===== src/rtl/gpio_split_pkg.sv =====
package gpio_split_pkg;

  localparam int ADDR_W = 12;

  localparam logic [ADDR_W-1:0] OFS_OUT  = 12'h00C;
  localparam logic [ADDR_W-1:0] OFS_IN   = 12'h010;
  localparam logic [ADDR_W-1:0] OFS_FALL = 12'h014;
  localparam logic [ADDR_W-1:0] OFS_RISE = 12'h018;
  localparam logic [ADDR_W-1:0] OFS_STAT = 12'h020;
  localparam logic [ADDR_W-1:0] HI_STEP  = 12'h500;
  localparam logic [ADDR_W-1:0] OFS_BLEN = 12'h508;

  typedef enum logic [3:0] {
    SEL_NONE, SEL_OUT_LO, SEL_OUT_HI, SEL_IN_LO, SEL_IN_HI,
    SEL_FALL_LO, SEL_FALL_HI, SEL_RISE_LO, SEL_RISE_HI,
    SEL_STAT_LO, SEL_STAT_HI, SEL_BLEN
  } reg_sel_e;

  function automatic reg_sel_e decode_sel(input logic [ADDR_W-1:0] a);
    reg_sel_e s;
    s = SEL_NONE;
    if      (a == OFS_OUT)            s = SEL_OUT_LO;
    else if (a == OFS_OUT + HI_STEP)  s = SEL_OUT_HI;
    else if (a == OFS_IN)             s = SEL_IN_LO;
    else if (a == OFS_IN + HI_STEP)   s = SEL_IN_HI;
    else if (a == OFS_FALL)           s = SEL_FALL_LO;
    else if (a == OFS_FALL + HI_STEP) s = SEL_FALL_HI;
    else if (a == OFS_RISE)           s = SEL_RISE_LO;
    else if (a == OFS_RISE + HI_STEP) s = SEL_RISE_HI;
    else if (a == OFS_STAT)           s = SEL_STAT_LO;
    else if (a == OFS_STAT + HI_STEP) s = SEL_STAT_HI;
    else if (a == OFS_BLEN)           s = SEL_BLEN;
    return s;
  endfunction

  function automatic logic [2:0] bl_decode(input logic [31:0] w);
    logic [2:0] lvl;
    case (w)
      32'h0000_0007: lvl = 3'd0;
      32'h0002_0000: lvl = 3'd1;
      32'h0002_0001: lvl = 3'd2;
      32'h0004_0000: lvl = 3'd3;
      32'h0001_0006: lvl = 3'd4;
      32'h0002_0005: lvl = 3'd5;
      32'h0004_0003: lvl = 3'd6;
      default:       lvl = 3'd7;
    endcase
    return lvl;
  endfunction

endpackage


===== src/rtl/gpio_in_sync.sv =====
module gpio_in_sync #(
  parameter int W = 32
) (
  input  logic         clk,
  input  logic         rst_n,
  input  logic [W-1:0] pins_i,
  output logic [W-1:0] level_o,
  output logic [W-1:0] rise_o,
  output logic [W-1:0] fall_o
);
  logic [W-1:0] meta_q, stab_q;

  always_ff @(posedge clk or negedge rst_n) begin
    if (!rst_n) begin
      meta_q <= '1;
      stab_q <= '1;
    end else begin
      meta_q <= pins_i;
      stab_q <= meta_q;
    end
  end

  assign level_o = stab_q;
  assign rise_o  = meta_q & ~stab_q;
  assign fall_o  = ~meta_q & stab_q;

endmodule


===== src/rtl/gpio_edge_capture.sv =====
module gpio_edge_capture #(
  parameter int W = 32
) (
  input  logic         clk,
  input  logic         rst_n,
  input  logic [W-1:0] rise_i,
  input  logic [W-1:0] fall_i,
  input  logic [W-1:0] rise_en_i,
  input  logic [W-1:0] fall_en_i,
  input  logic         clear_i,
  output logic [W-1:0] status_o,
  output logic         irq_o
);
  localparam logic [W-1:0] ONE = {{(W-1){1'b0}}, 1'b1};

  logic [W-1:0] qual, pick, status_d, status_q;
  logic         hit, irq_d, irq_q;

  always_comb begin
    qual     = (rise_i & rise_en_i) | (fall_i & fall_en_i);
    pick     = qual & ((~qual) + ONE);
    hit      = |qual;
    status_d = status_q;
    irq_d    = irq_q;
    if (hit) begin
      status_d = pick;
      irq_d    = 1'b1;
    end else if (clear_i) begin
      status_d = '0;
      irq_d    = 1'b0;
    end
  end

  always_ff @(posedge clk or negedge rst_n) begin
    if (!rst_n) begin
      status_q <= '0;
      irq_q    <= 1'b0;
    end else begin
      status_q <= status_d;
      irq_q    <= irq_d;
    end
  end

  assign status_o = status_q;
  assign irq_o    = irq_q;

  // status never holds more than one pin
  a_r6_status_onehot: assert property (@(posedge clk) disable iff (!rst_n)
    $onehot0(status_q));

  a_r8_irq_matches_status: assert property (@(posedge clk) disable iff (!rst_n)
    irq_q == (|status_q));

  a_r4_edge_raises_irq: assert property (@(posedge clk) disable iff (!rst_n)
    (|((rise_i & rise_en_i) | (fall_i & fall_en_i))) |=> irq_q);

  a_r7_lowest_pin: assert property (@(posedge clk) disable iff (!rst_n)
    hit |=> (($past(qual) & (status_q - ONE)) == '0) && ((status_q & $past(qual)) != '0));

  a_r8_clear_empties: assert property (@(posedge clk) disable iff (!rst_n)
    (clear_i && !hit) |=> (status_q == '0) && !irq_q);

endmodule


===== src/rtl/gpio_bl_level.sv =====
module gpio_bl_level (
  input  logic        clk,
  input  logic        rst_n,
  input  logic        upd_i,
  input  logic [31:0] word_i,
  output logic [2:0]  level_o
);
  import gpio_split_pkg::*;

  logic [2:0] level_d, level_q;

  always_comb begin
    level_d = level_q;
    if (upd_i) level_d = bl_decode(word_i);
  end

  always_ff @(posedge clk or negedge rst_n) begin
    if (!rst_n) level_q <= 3'd7;
    else        level_q <= level_d;
  end

  assign level_o = level_q;

  // level only moves on a backlight-relevant write
  a_r10_level_holds: assert property (@(posedge clk) disable iff (!rst_n)
    !upd_i |=> $stable(level_q));

endmodule


===== src/rtl/gpio_split_irq.sv =====
module gpio_split_irq #(
  parameter int HALF_W  = 16,
  parameter int BL_LSB  = 16,
  parameter int BLEN_W  = 3,
  parameter int SDA_BIT = 29,
  parameter int SCL_BIT = 30
) (
  input  logic                              clk,
  input  logic                              rst_n,
  input  logic                              reg_we,
  input  logic                              reg_re,
  input  logic [gpio_split_pkg::ADDR_W-1:0] reg_addr,
  input  logic [HALF_W-1:0]                 reg_wdata,
  output logic [HALF_W-1:0]                 reg_rdata,
  input  logic [2*HALF_W-1:0]               pins_in,
  output logic [2*HALF_W-1:0]               pins_out,
  output logic [2:0]                        bl_level,
  output logic                              ser_sda,
  output logic                              ser_scl,
  output logic                              irq
);
  import gpio_split_pkg::*;

  localparam int NPIN = 2 * HALF_W;

  reg_sel_e           sel;
  logic [NPIN-1:0]    out_d, out_q, fall_d, fall_q, rise_d, rise_q;
  logic [BLEN_W-1:0]  blen_d, blen_q;
  logic [HALF_W-1:0]  rdata_d, rdata_q;
  logic [NPIN-1:0]    in_level, in_rise, in_fall, status;
  logic [31:0]        bl_word;
  logic               bl_upd, stat_clr;

  assign sel = decode_sel(reg_addr);

  gpio_in_sync #(.W(NPIN)) u_sync (
    .clk(clk), .rst_n(rst_n), .pins_i(pins_in),
    .level_o(in_level), .rise_o(in_rise), .fall_o(in_fall)
  );

  gpio_edge_capture #(.W(NPIN)) u_cap (
    .clk(clk), .rst_n(rst_n), .rise_i(in_rise), .fall_i(in_fall),
    .rise_en_i(rise_q), .fall_en_i(fall_q), .clear_i(stat_clr),
    .status_o(status), .irq_o(irq)
  );

  always_comb begin
    out_d  = out_q;
    fall_d = fall_q;
    rise_d = rise_q;
    blen_d = blen_q;
    if (reg_we) begin
      unique case (sel)
        SEL_OUT_LO:  out_d[HALF_W-1:0]      = reg_wdata;
        SEL_OUT_HI:  out_d[NPIN-1:HALF_W]   = reg_wdata;
        SEL_FALL_LO: fall_d[HALF_W-1:0]     = reg_wdata;
        SEL_FALL_HI: fall_d[NPIN-1:HALF_W]  = reg_wdata;
        SEL_RISE_LO: rise_d[HALF_W-1:0]     = reg_wdata;
        SEL_RISE_HI: rise_d[NPIN-1:HALF_W]  = reg_wdata;
        SEL_BLEN:    blen_d                 = reg_wdata[BLEN_W-1:0];
        default: ;
      endcase
    end
  end

  always_comb begin
    bl_word = '0;
    bl_word[BL_LSB +: BLEN_W] = out_d[BL_LSB +: BLEN_W];
    bl_word[BLEN_W-1:0]       = blen_d;
  end
  assign bl_upd   = reg_we && (sel == SEL_OUT_HI || sel == SEL_BLEN);
  assign stat_clr = reg_re && (sel == SEL_STAT_HI);

  always_comb begin
    rdata_d = '0;
    unique case (sel)
      SEL_OUT_LO:  rdata_d = out_q[HALF_W-1:0];
      SEL_OUT_HI:  rdata_d = out_q[NPIN-1:HALF_W];
      SEL_IN_LO:   rdata_d = in_level[HALF_W-1:0];
      SEL_IN_HI:   rdata_d = in_level[NPIN-1:HALF_W];
      SEL_FALL_LO: rdata_d = fall_q[HALF_W-1:0];
      SEL_FALL_HI: rdata_d = fall_q[NPIN-1:HALF_W];
      SEL_RISE_LO: rdata_d = rise_q[HALF_W-1:0];
      SEL_RISE_HI: rdata_d = rise_q[NPIN-1:HALF_W];
      SEL_STAT_LO: rdata_d = status[HALF_W-1:0];
      SEL_STAT_HI: rdata_d = status[NPIN-1:HALF_W];
      SEL_BLEN:    rdata_d[BLEN_W-1:0] = blen_q;
      default: ;
    endcase
  end

  gpio_bl_level u_bl (
    .clk(clk), .rst_n(rst_n), .upd_i(bl_upd), .word_i(bl_word), .level_o(bl_level)
  );

  always_ff @(posedge clk or negedge rst_n) begin
    if (!rst_n) begin
      out_q   <= '0;
      fall_q  <= '0;
      rise_q  <= '0;
      blen_q  <= '0;
      rdata_q <= '0;
    end else begin
      out_q  <= out_d;
      fall_q <= fall_d;
      rise_q <= rise_d;
      blen_q <= blen_d;
      if (reg_re) rdata_q <= rdata_d;
    end
  end

  assign reg_rdata = rdata_q;
  assign pins_out  = out_q;
  assign ser_sda   = out_q[SDA_BIT];
  assign ser_scl   = out_q[SCL_BIT];

  // a low output write leaves the high half alone
  a_r2_lo_keeps_hi: assert property (@(posedge clk) disable iff (!rst_n)
    (reg_we && sel == SEL_OUT_LO) |=> $stable(pins_out[NPIN-1:HALF_W]));

  // serial lines move only on a high output write
  a_r11_serial_hold: assert property (@(posedge clk) disable iff (!rst_n)
    !(reg_we && sel == SEL_OUT_HI) |=> $stable(ser_sda) && $stable(ser_scl));

  // stored backlight enable never exceeds its field
  a_r9_blen_read: assert property (@(posedge clk) disable iff (!rst_n)
    (reg_re && sel == SEL_BLEN) |=> (reg_rdata[HALF_W-1:BLEN_W] == '0));

endmodule


===== config.mk =====
export PLATFORM = sky130hd
export DESIGN_NAME = gpio_split_irq
export DESIGN_NICKNAME = d
export VERILOG_FILES = /design/src/rtl/gpio_split_pkg.sv /design/src/rtl/gpio_in_sync.sv /design/src/rtl/gpio_edge_capture.sv /design/src/rtl/gpio_bl_level.sv /design/src/rtl/gpio_split_irq.sv
export SDC_FILE = /design/constraint.sdc
export NUM_CORES = 1
export LEC_CHECK = 0
export ABC_AREA = 0
export BUFFER_PORTS_ARGS = -buffer_cell sky130_fd_sc_hd__buf_2
export CAP_MARGIN = 0
export CORE_UTILIZATION = 47
export CTS_CLUSTER_SIZE = 40
export DETAILED_ROUTE_END_ITERATION = 10
export PLACE_DENSITY = 0.72
export SYNTH_ARGS = -nofsm -noshare
export SYNTH_HDL_FRONTEND = slang
export SYNTH_SLANG_ARGS = --single-unit

===== constraint.sdc =====
create_clock -name clk -period 2.8 [get_ports clk]
set_input_delay 0.14 -clock clk [delete_from_list [all_inputs] [get_ports clk]]
set_output_delay 0.14 -clock clk [all_outputs]
set_load 0.05 [all_outputs]

; Word level (Yosys, flattened, before mapping)
; Index checks and enable logic that the tools add are counted.
[totals]
ff_bits = 215
input_bits = 64
out_inout_bits = 54
word_cells = 87
[classes]
n_addsub = 1
eq_ne = 29
muxes = 23
bitwise_logic = 9
n_reduce_logical = 11
[ops]
columns = op, n
row1 = $and 32x32->32, 5
row2 = $pmux 13 s10, 1
row3 = $not 32->32, 3
row4 = $eq 12x11->1 const B, 6
row5 = $mux 32, 2
row6 = $mux 4, 11
row7 = $eq 12x5->1 const B, 3
row8 = $pmux 3 s11, 1
row9 = $add 32x1->32 const B, 1
row10 = $or 32x32->32, 1
row11 = $reduce_or 32->1, 1
row12 = $pmux 3 s7, 1
row13 = $mux 19, 1
row14 = $eq 6x5->1 const B, 3
row15 = $eq 4x3->1 const B, 4
row16 = $eq 4x4->1 const B, 4
row17 = $mux 16, 1
row18 = $eq 12x4->1 const B, 1
row19 = $eq 12x6->1 const B, 1
row20 = $eq 6x6->1 const B, 2
row21 = $reduce_and 2->1, 6
row22 = $mux 3, 3
row23 = $eq 4x2->1 const B, 2
row24 = $eq 6x3->1 const B, 1
row25 = other kinds (6), 8

; Depth between registers and ports, before layout
; Gate-level depths: netlist (run 1).
[logic_depth]
word_depth = 17
depth_mapped = 9
ltp_nobuf = 7

; Modules after synthesis
; A second synthesis (run 1) with hierarchy kept.
[unflattened]
cells_unflattened = 837
area_unflattened_um2 = 10201.0
[by_module_without_submodules]
columns = mod, n_inst, cells_per_inst, area_per_inst_um2
row1 = gpio_split_irq, 1, 485, 5805.6
row2 = gpio_in_sync, 1, 128, 2242.2
row3 = gpio_edge_capture, 1, 178, 1778.0
row4 = gpio_bl_level, 1, 46, 375.4

; Worst setup path before layout (run 1)
; No wires, ideal clock.
[synth_path]
kind = reg-to-reg
start = reg u_sync.meta_q[19]
end = reg u_cap.irq_q, in the netlist u_cap.irq_o
setup_ps = 124
arrival_ps = 2516
required_ps = 2676
setup_slack_ps = 161
stages_incl_launch_ff = 9
n_path_buf = 1
period_less_slack_ps = 2639
cell_sequence = dfstp_2 -> nand3b_1 -> o21ai_2 -> or3_1 -> or4_1 -> or3_4 -> or2_1 -> buf_6 -> a211o_1
[synth_between]
elab_chain_len = 6
[synth_rtl]
columns = element, line
row1 = "start, declared", gpio_in_sync.sv:11  ; logic [W-1:0] meta_q, stab_q;
row2 = "start signal, assigned", gpio_in_sync.sv:18  ; meta_q <= pins_i;
row3 = $not 32->32, gpio_in_sync.sv:25  ; assign fall_o = ~meta_q & stab_q;
row4 = $and 32x32->32, gpio_in_sync.sv:25
row5 = $and 32x32->32, gpio_edge_capture.sv:20  ; qual = (rise_i & rise_en_i) | (fall_i & fall_en_i);
row6 = $or 32x32->32 *, gpio_edge_capture.sv:20
row7 = $reduce_or 32->1 *, gpio_edge_capture.sv:22  ; hit = |qual;
row8 = $mux 1 or $reduce_bool 2->1 (tied branches), n/a
row9 = "end signal, assigned", gpio_edge_capture.sv:40  ; irq_q <= irq_d;
row10 = "end, declared", gpio_edge_capture.sv:17  ; logic hit, irq_d, irq_q;
; Every way passes the cells marked *; elsewhere a longest branch is shown, timed or not.
; A chain may end at the register's enable or synchronous reset.

; Worst setup path after layout (run 1)
[layout_path]
start = reg u_sync.meta_q[14]
end = reg u_cap.status_q[15], in the netlist u_cap.status_o[15]
[layout_between]
elab_chain_len = 8
[layout_rtl]
columns = element, line
row1 = $not 32->32, gpio_in_sync.sv:25
row2 = $and 32x32->32, gpio_in_sync.sv:25
row3 = $and 32x32->32, gpio_edge_capture.sv:20
row4 = $or 32x32->32 *, gpio_edge_capture.sv:20
row5 = $not 32->32, gpio_edge_capture.sv:21  ; pick = qual & ((~qual) + ONE);
row6 = $add 32x1->32, gpio_edge_capture.sv:21
row7 = $and 32x32->32, gpio_edge_capture.sv:21
row8 = $mux 32, gpio_edge_capture.sv:25  ; if (hit) begin
row9 = "end signal, assigned", gpio_edge_capture.sv:39  ; status_q <= status_d;
row10 = "end, declared", gpio_edge_capture.sv:16  ; logic [W-1:0] qual, pick, status_d, status_q;
; Marked as above.

==> results by group, run 1 <==
Layout
  • Fraction of layout instances using a drive strength above 1: 0.382
  • Fin nets: between 1000 and 1500
  • N_diodes: 0
  • Commonest non-fill, non-tap cells in the layout: 148 x dfrtp_1, 116 x buf_2, 90 x mux2_2
  • Commonest non-fill, non-tap cell in the layout: dfrtp_1
  • Synthesis-to-finish area growth: 26.0%
  • Util after Layout: 0.607

Yosys
  • Post-synth ARST share: 1.00
  • Post-synth top flop: dfrtp_1
  • Post-Syn Instances: 770
  • Yosys warns: 0
  • Mapped Avg Cell Area: around 12 µm²
  • Post-synth top area cell: dfrtp_1
  • Yosys reg bits: between 200 and 250
  • Post-synth top area share: 0.394
  • Netlist cell types: slightly below 60
  • Synth area leaders: dfrtp_1 39%, dfstp_2 19%, mux2_2 11%
  • Sequential share of the synthesized area: 0.581
  • Post-Syn Nets: roughly 830
  • Mapped cell area: 0.00940 mm²
  • EDFF count, synth: 0

Clock network
  • Clk buf depth: 3
  • Clock transition at path regs: approximately 0.070 ns
  • TritonCTS Buffers: 23
  • CTS tree: built
  • Clock sinks: ~220
  • Htree depth: 1
  • Root Buffer: clkbuf_16
  • Worst-skew pair later-pin latency: about 0.52 ns

GRT
  • Vias in the first global route: approximately 7500
  • Global-route wire length before repair: about 42000 µm
  • Grt ovf: 0
  • Largest net degree at the start of global routing: 72
  • Initial antenna violation count: 0
  • Total Routing Usage GR: 0.269

Power and ir drop
  • Peak supply drop: 562 µV
  • Pwr Density: between 500 and 600 mW/mm²
  • Leakage power: approximately 0.0055 µW

Die
  • Core area: ~0.020 mm²
  • Die Y: ~140 µm
  • Die X: 143 µm
  • I/O pin count: ~120
  • Initial Util: 0.481
  • Die ar.: 0.0206 mm²
  • Row count: 51

Run status
  • Status: finished, final reports clean

Worst setup path
  • Worst Setup Path Type: flip-flop to flip-flop
  • Maximum fanout along the worst path: 6
  • Worst Path Required: 3.20 ns
  • Reg-to-reg startpoint: u_sync.meta_q[14]
  • Crit. Startpoint: u_sync.meta_q[14]
  • Critical Path AT: about 3.1 ns
  • Crit end category: flip-flop
  • Crit start category: flip-flop

Timing
  • Worst-Margin Slew: roughly 0.7 ns
  • RSZ-0062 raised after global routing: true
  • Final Hold Vio Count: 0
  • Skew final: approximately 0.021 ns
  • Fin crit period: 2.74 ns
  • Setup violators final: 0
  • Slew headroom: 0.525
  • Tcrit/Tclk final: 0.979
  • Fmax: around 360 MHz
  • Hold Slack: 0.0188 ns
  • Final Slew Violations: 0

Worst hold path
  • Hold Path Class: input port to flip-flop
  • Hold_sp: reg_wdata[2]

Routing
  • ANT nets after route: 0
  • Via count: ~7400
  • Vias per cell: a little under 6
  • DR WL/cell: 21.1 µm
  • DR iter-0 viols: roughly 630
  • Drt pass-1 iters: 5
  • Total wire length: around 26000 µm
  • DRC viols: 0

Flow run
  • Max cap viols: 0

Place
  • Count of buffers from port buffering: around 120
  • GPL Wtd Cong: 0.887
  • Post-DP HPWL: about 18000 µm
-- kinds of logic (layout without fill, tap and decap cells) --
logic type,after synthesis,in the layout,share of synthesized area
muxes,100,100,0.118
DFF,215,215,0.581
xor gates and xnor gates,2,2,0.00186
and+or+nand+nor,207,207,0.126
AOI/OAI and AO/OA,179,179,0.142
buffers and inverters,67,285,0.0302
-- worst paths after layout --
check / end / slack, ns / cells after the start
worst max register to register: u_cap.status_o[15] / 0.06 / 8
min in group asynchronous: pins_out[17] / 0.20 / 2
worst min-delay path: pins_out[18] / 0.02 / 2
worst max-delay path: u_cap.status_o[15] / 0.06 / 8
max in group asynchronous: u_sync.level_o[11] / 1.69 / 3
worst min register to register: u_sync.level_o[18] / 0.37 / 0
-- layer usage --
metal  routed length [µm]  up-vias  GRT usage
met2                12800      284      0.441
met5                    0        -          0
met1                11100     3742      0.352
met3                 1450       68     0.0400
met4                 1080        0      0.129
li1                     -     3328          -
-- flip-flops by register name, indices dropped and copies added (netlist names) --
register and cells:
u_cap.irq_o 1, u_bl.level_o 3, rise_q 32, reg_rdata 16
fall_q 32, u_sync.meta_q 32, blen_q 3, u_sync.level_o 32
pins_out 32, u_cap.status_o 32
-- cells in the mapped netlist, drive strengths merged (3+ instances only) --
library cell / n
o21ai: 39
o32ai: 9
a32o: 5
nor2: 24
nand3: 7
nor4: 6
or3: 5
nor3: 15
o2bb2ai: 3
mux2i: 10
nor3b: 4
nand3b: 30
o22a: 3
nor2b: 3
a22o: 10
a21oi: 7
a22oi: 36
and4: 14
o22ai: 17
o21a: 7
or4: 4
inv: 34
dfrtp: 148
nand2b: 4
mux2: 90
clkbuf: 26
a21o: 3
nand2: 75
nand4: 8
a31oi: 5
dfstp: 67
buf: 7
a222oi: 26
-- power breakdown --
group / switching, µW / internal (µW) / total [µW]
logic: 260 / 192 / 452
clock network: 1240 / 1930 / 3170
registers: 129 / 3310 / 3440
-- area by class of cell --
class | count | area, µm²
fill | 1573 | 7680
sequential | 215 | 5460
multi-input combinational | 488 | 3690
timing repair buffer | 210 | 1450
clock buffer | 35 | 671
tap | 265 | 332
inverter | 34 | 128
clock inverter | 6 | 113
-- per-stage QoR --
stage	setup slack (ns)	cells	cell area [µm²]	power [µW]	TNS, ns
6_report	0.0584	1253	11800	7070	0
5_1_grt	-0.0493	1253	11800	7290	-0.209
3_5_place_dp	-0.0204	1164	10600	3870	-0.0209
4_1_cts	0.00354	1251	11800	7080	0
3_3_place_gp	0.0386	1164	10600	3860	0
2_1_floorplan	0.161	770	9400	3640	0
-- critical path: stages, from the launching register on --
cell and delay [ns]:
dfstp_2 0.54, nand3b_1 0.13, o21a_1 0.21, nand4_1 0.20, or4_4 0.57, or3_4 0.39
or2_4 0.30, buf_4 0.16, o32ai_1 0.14
-- timing repair --
action / 4_1_cts / 5_1_grt
hold buffers: 46 / 0
endpoints found under the hold margin: 159 / 0
setup endpoints to repair: 7 / 13
gates resized for setup: 1 / 6
cloned: 0 / 0
pin swaps: 0 / 1
buffers inserted: 0 / 2
Power figures use the tool's default switching activity.
==> run 2: changes to the inputs <==
--- a/config.mk
+++ b/config.mk
@@ -14,4 +14,5 @@
 export PLACE_DENSITY = 0.72
 export SYNTH_ARGS = -nofsm -noshare
 export SYNTH_HDL_FRONTEND = slang
+export SYNTH_HIERARCHICAL = 1
 export SYNTH_SLANG_ARGS = --single-unit
==> constraint.sdc (replaced) <==
create_clock -name clk -period 2.22 [get_ports clk]
set_input_delay 0.111 -clock clk [delete_from_list [all_inputs] [get_ports clk]]
set_output_delay 0.111 -clock clk [all_outputs]
set_load 0.02 [all_outputs]
==> run 2 against run 1 <==
- the run now ends with negative setup slack left
- largest cell class unchanged
- synthesized cell count up 8.7%
- sequential cell count stayed put
- synthesized area grew 8.5%
- sequential share of layout area decreased by 6.7 points
- register-to-register slack worse by 0.28 ns
==> results by group, run 2 <==
Run status
  • Status: complete, but fails checks
  • Violated checks: negative setup slack

Timing
  • Worst-Margin Slew: 0.580 ns
  • Setup violators final: 33
  • RSZ-0062 raised after global routing: true
  • Final Slew Violations: 0
  • Skew final: approximately 0.014 ns
  • Fmax: around 410 MHz
  • Tcrit/Tclk final: 1.10
  • Fin crit period: 2.44 ns
  • Slew headroom: 0.612
  • Final WS setup: -0.217 ns
  • Hold Slack: around 0.11 ns
  • Final Hold Vio Count: 0

Clock network
  • CTS tree: built
  • Htree depth: 1
  • Clock sinks: between 200 and 250
  • TritonCTS Buffers: 24
  • Clock transition at path regs: about 0.060 ns
  • Clk buf depth: 3
  • Worst-skew pair later-pin latency: approximately 0.52 ns
  • Root Buffer: clkbuf_16

GRT
  • Met1 Track Usage GR: 0.396
  • Grt ovf: 0
  • Initial antenna violation count: 0
  • GR Util met2: 0.460
  • Largest net degree at the start of global routing: 58
  • Most used routing layer: met2
  • Global-route wire length before repair: approximately 49000 µm
  • Vias in the first global route: around 8700
  • Total Routing Usage GR: 0.289
  • Met3 Usage GRT: 0.0526

Die
  • Die X: about 150 µm
  • Initial Util: 0.482
  • Core area: about 0.021 mm²
  • Die ar.: ~0.022 mm²
  • Die Y: 149 µm
  • I/O pin count: roughly 120
  • Row count: between 50 and 60

Place
  • Post-DP HPWL: around 22000 µm
  • GPL Wtd Cong: ~0.94
  • Post-DP Area: around 0.012 mm²
  • Count of buffers from port buffering: roughly 120

Yosys
  • Post-synth top area share: 0.363
  • Yosys reg bits: between 200 and 250
  • Synth area leaders: dfrtp_1 36%, dfstp_2 17%, mux2_2 11%
  • Synth cell count leaders: 148 x dfrtp_1, 99 x mux2_2, 75 x a22oi_1
  • Post-Syn Instances: about 840
  • Yosys warns: 6
  • EDFF count, synth: 0
  • Post-synth top flop: dfrtp_1
  • Netlist cell types: 70
  • Post-synth ARST share: 1.00
  • Most frequent cell after synthesis: dfrtp_1
  • Mapped cell area: around 0.01 mm²
  • Post-synth top area cell: dfrtp_1
  • Sequential share of the synthesized area: 0.536
  • Mapped Avg Cell Area: 12.2 µm²

Layout
  • Fin nets: 1242
  • Commonest non-fill, non-tap cells in the layout: 154 x buf_4, 148 x dfrtp_1, 116 x buf_2
  • Commonest non-fill, non-tap cell in the layout: buf_4
  • Post-route cell area: between 0.01 and 0.015 mm²
  • Fraction of layout instances using a drive strength above 1: 0.507
  • N_diodes: 0
  • Fill count: 1585
  • FF+latch area: ~0.0055 mm²
  • Util after Layout: 0.655
  • Synthesis-to-finish area growth: 35.7%
  • Footprint of the multi-input gates: 0.00478 mm²

Worst setup path
  • Crit. Startpoint: u_sync/level_o[21]
  • Crit end category: flip-flop
  • Worst Path Required: between 2 and 3 ns
  • Maximum fanout along the worst path: 12
  • Flop2flop setup slack: -0.22 ns
  • Crit start category: flip-flop
  • Worst Setup Path Type: flip-flop to flip-flop
  • Worst r2r path cells: 7
  • Critical Path AT: between 2 and 3 ns
  • Reg-to-reg startpoint: u_sync/level_o[21]

Routing
  • DRC viols: 0
  • Drt pass-1 iters: 5
  • DR WL/cell: approximately 21 µm
  • DR iter-0 viols: between 600 and 700
  • Via count: between 8000 and 9000
  • Total wire length: 31500 µm
  • ANT nets after route: 0
  • Vias per cell: about 5.9

Power and ir drop
  • Leakage power: ~0.0066 µW
  • Pwr Density: between 600 and 700 mW/mm²
  • Peak supply drop: between 500 and 600 µV
  • Total Power: roughly 9000 µW

Worst hold path
  • Hold Path Class: input port to async pin

Flow run
  • Max cap viols: 0
## run 2: cell count changes after synthesis, moves of 16 or more
cell | previous run | this run
o21ai_0 | 34 | 6
a22oi_1 | 36 | 75
nor2_1 | 24 | 43
inv_1 | 34 | 7
nand2_1 | 75 | 33
nand3b_1 | 30 | 3
and2b_2 | 0 | 64
a222oi_1 | 26 | 0
buf_2 | 2 | 18
o2bb2ai_1 | 3 | 24
## run 2: metal layers
| layer | wire length [µm] | part of all wire | up-vias |
|---|---|---|---|
| met3 | 2650 | 0.084 | 96 |
| met2 | 14500 | 0.46 | 447 |
| li1 | - | - | 3832 |
| met1 | 13200 | 0.42 | 4306 |
| met5 | 0 | 0 | - |
| met4 | 1160 | 0.037 | 0 |
## run 2: worst max-delay path, stage by stage, from the launching register on
cell     delay, ns
dfstp_2       0.53
and2b_2       0.20
a22o_1        0.28
or4_4         0.53
nor4b_4       0.27
buf_4         0.28
a22oi_1       0.15
nor2_2        0.12
## run 2: area by class of cell
class	instances	area share
repair buffers	329	0.172
multi-input cells	600	0.345
well taps	275	0.0249
inverters	8	0.00217
flip-flops and latches	215	0.395
clock buffers	35	0.0522
clock inverters	9	0.00886
## run 2: cells by family (layout without fill, tap and decap cells)
| family | count (synthesis) | count (layout) | synth area share |
|---|---|---|---|
| mux | 105 | 105 | 0.115 |
| flops | 215 | 215 | 0.536 |
| xor+xnor | 3 | 3 | 0.00258 |
| compound gates | 199 | 199 | 0.151 |
| other cells | 1 | 30 | 0.000368 |
| buf+inv | 51 | 381 | 0.0258 |
| simple gates | 263 | 263 | 0.169 |
## run 2: final timing paths
path,to
min in group clk,reg_rdata[1]
max in group asynchronous,u_sync/meta_q[17]
worst max-delay path,u_cap/status_o[23]
worst min-delay path,rise_q[23]
worst min register to register,u_sync/level_o[16]
worst max register to register,u_cap/status_o[23]
## run 2: power by group
part | switching [µW] | internal [µW] | total, µW | leakage (µW)
logic | 376 | 384 | 760 | 0.00345
registers | 130 | 4150 | 4280 | 0.00275
clock network | 1580 | 2600 | 4180 | 0.000418
total | 2090 | 7130 | 9220 | 0.00662
## run 2: metrics by stage
step | setup WS [ns] | setup TNS, ns | instances
2_1_floorplan | -0.308 | -3.94 | 866
3_3_place_gp | -0.177 | -5.09 | 1373
3_5_place_dp | -0.281 | -6.80 | 1373
4_1_cts | -0.179 | -3.42 | 1467
5_1_grt | -0.297 | -7.36 | 1471
6_report | -0.217 | -5.05 | 1471
## run 2: what timing repair did
| action | 4_1_cts | 5_1_grt |
|---|---|---|
| endpoints found under the setup margin | 33 | 33 |
| gates resized for setup | 19 | 11 |
| buffers inserted | 1 | 4 |
| endpoints found under the hold margin | 263 | 0 |
| hold buffers | 49 | 0 |
| pin swaps | 13 | 5 |
| gates cloned | 0 | 0 |
==> run 3: changes to the inputs <==
--- a/config.mk
+++ b/config.mk
@@ -8,10 +8,11 @@
 export ABC_AREA = 0
 export BUFFER_PORTS_ARGS = -buffer_cell sky130_fd_sc_hd__buf_2
 export CAP_MARGIN = 0
+export CORE_MARGIN = 3
 export CORE_UTILIZATION = 47
 export CTS_CLUSTER_SIZE = 40
 export DETAILED_ROUTE_END_ITERATION = 10
-export PLACE_DENSITY = 0.72
+export PLACE_DENSITY = 0.69
 export SYNTH_ARGS = -nofsm -noshare
 export SYNTH_HDL_FRONTEND = slang
 export SYNTH_HIERARCHICAL = 1
==> constraint.sdc (replaced) <==
create_clock -name clk -period 2.85 [get_ports clk]
set_input_delay 0.1425 -clock clk [delete_from_list [all_inputs] [get_ports clk]]
set_output_delay 0.1425 -clock clk [all_outputs]
set_load 0.02 [all_outputs]
==> run 3 against run 2 <==
- the run now ends clean
- via count shrank 6.7%
- critical endpoint is now u_cap/status_o[6]
- setup slack gained 0.35 ns
- sequential share of layout area rose by 3.5 points
- non-clock buffer count fell by 114
- utilization is 5.4 points lower
- first-iteration DRC count is 3.3% higher
- final area decreased by 8.2%
- register-to-register slack gained 0.35 ns
- clock power is 27% lower
- worst hold slack worse by 0.084 ns
- cell count decreased by 7.7%
==> results by group, run 3 (synthesis gave the netlist of run 2 again) <==
Clock network
  • Worst-skew pair later-pin latency: approximately 0.52 ns
  • Clock sinks: approximately 220
  • Htree depth: 1
  • TritonCTS Buffers: 24
  • Clk buf depth: 3
  • Post-CTS setup buffer count: 0
  • Root Buffer: clkbuf_16
  • Clock transition at path regs: about 0.070 ns
  • CTS tree: built

Routing
  • Via count: 8097
  • ANT nets after route: 0
  • Drt pass-1 iters: 7
  • DRC viols: 0
  • Total wire length: between 30000 and 40000 µm
  • DR WL/cell: between 20 and 25 µm
  • Vias per cell: 5.97
  • DR iter-0 viols: around 700

Worst setup path
  • CP max-delay cell: or4_1
  • Flop2flop setup slack: 0.13 ns
  • Cells along the critical path: and2b_2 > a22o_1 > or4_1 > nor4b_4 > nor3b_2 > buf_4 > o2bb2ai_1
  • Cell family contributing the most delay on the critical path: simple AND/OR/NAND/NOR gates
  • Worst Setup Path Type: flip-flop to flip-flop
  • Crit start category: flip-flop
  • Maximum fanout along the worst path: 9
  • FF-to-FF End: u_cap/status_o[6]
  • Max incr delay on CP: 0.69 ns
  • Critical path buffers and inverters: 1
  • Reg-to-reg startpoint: u_sync/level_o[20]
  • Worst Path Required: about 3.3 ns
  • Worst r2r path cells: 7
  • Critical Path AT: 3.16 ns
  • Crit end category: flip-flop

Place
  • Count of buffers from port buffering: approximately 120
  • GPL Wtd Cong: 0.897
  • Post-DP HPWL: approximately 21000 µm
  • Post-DP Area: roughly 0.011 mm²

Timing
  • Skew final: 0.00628 ns
  • Setup violators final: 0
  • RSZ-0062 raised after global routing: false
  • Final Hold Vio Count: 0
  • Fmax: around 370 MHz
  • Tcrit/Tclk final: 0.955
  • Fin crit period: between 2 and 3 ns
  • Slew headroom: 0.376
  • Hold Slack: ~0.029 ns
  • Final setup TNS: 0 ns
  • Final Slew Violations: 0
  • Worst-Margin Slew: roughly 0.94 ns

GRT
  • Vias in the first global route: about 8400
  • Total Routing Usage GR: 0.257
  • Initial antenna violation count: 2
  • Grt ovf: 0
  • Largest net degree at the start of global routing: between 100 and 150
  • Global-route wire length before repair: 47900 µm

Die
  • Die X: roughly 150 µm
  • Die ar.: around 0.024 mm²
  • Core area: about 0.021 mm²
  • Row count: between 50 and 60
  • Die Y: 153 µm
  • I/O pin count: between 100 and 150
  • Initial Util: 0.482

Layout
  • Commonest non-fill, non-tap cells in the layout: 148 x dfrtp_1, 116 x buf_2, 99 x mux2_2
  • Fin nets: about 1100
  • Synthesis-to-finish area growth: 24.6%
  • Post-route cell area: around 0.013 mm²
  • Util after Layout: 0.601
  • Fraction of layout instances using a drive strength above 1: 0.422
  • Fill count: between 1500 and 2000
  • Commonest non-fill, non-tap cell in the layout: dfrtp_1

Run status
  • Status: finished, final reports clean

Worst hold path
  • Hold_sp: reg_re
  • Hold Path Class: input port to flip-flop
  • Hold path endpoint: reg_rdata[2]
  • Hold Path Depth: 3

Power and ir drop
  • Total Power: between 6000 and 7000 µW
  • Peak supply drop: between 400 and 500 µV
  • Leakage power: between 0.005 and 0.006 µW
  • Pwr Density: 542 mW/mm²

Flow run
  • Max cap viols: 0
[run 3: changes by cell type in the layout (fill, tap and decap cells not counted), moves of 5 or more]
cell     delta
a22oi_1     +7
a22oi_2     -7
buf_4     -106
buf_6       -5
nor2_1      +5
[run 3: area by class of cell]
type,count,area [µm²],area share
Clock buffer,36,686,0.0539
Antenna cell,2,5.00,0.000394
Sequential cell,215,5460,0.430
Timing Repair Buffer,215,1470,0.115
Tap cell,275,344,0.0271
Clock inverter,6,93.8,0.00738
Inverter,8,30.0,0.00236
Multi-Input combinational cell,600,4620,0.364
[run 3: metal layers]
layer | wire, µm | GRT usage
met5 | 0 | 0
met4 | 1210 | 0.0972
met3 | 2360 | 0.0527
met2 | 13500 | 0.390
met1 | 13300 | 0.364
[run 3: timing repair]
item,4_1_cts,5_1_grt
hold endpoints to repair,282,0
resized for setup,0,2
hold buffers,49,0
setup endpoints to repair,0,3
[run 3: power by group]
part           switching, µW  leakage, µW  internal, µW
clock                   1230     0.000377          1840
combinational            265      0.00284           229
sequential              97.3      0.00275          3230
total                   1590      0.00597          5300
[run 3: tightest hold or removal path: stages]
cell and delay [ns]:
buf_2 0.10, a2bb2oi_1 0.13, o2bb2ai_1 0.14
[run 3: metrics by stage]
| step | instances | setup WS [ns] |
|---|---|---|
| after floorplan | 866 | 0.0999 |
| after global placement | 1264 | 0.213 |
| after detailed placement | 1264 | 0.132 |
| after CTS | 1355 | 0.0854 |
| after global routing | 1356 | 0.00890 |
| final | 1357 | 0.129 |
[run 3: worst max path at each step]
stage / startpoint / slack, ns / cells after the start / endpoint
2_1_floorplan: reg_addr[5] / 0.1 / 11 / u_bl/level_o[0]
3_3_place_gp: u_sync/level_o[2] / 0.21 / 6 / u_cap/status_o[26]
3_5_place_dp: u_sync/level_o[2] / 0.13 / 6 / u_cap/status_o[26]
4_1_cts: u_sync/level_o[0] / 0.09 / 6 / u_cap/status_o[26]
5_1_grt: u_sync/level_o[20] / 0.009 / 7 / u_cap/status_o[3]
6_report: u_sync/level_o[20] / 0.13 / 7 / u_cap/status_o[6]
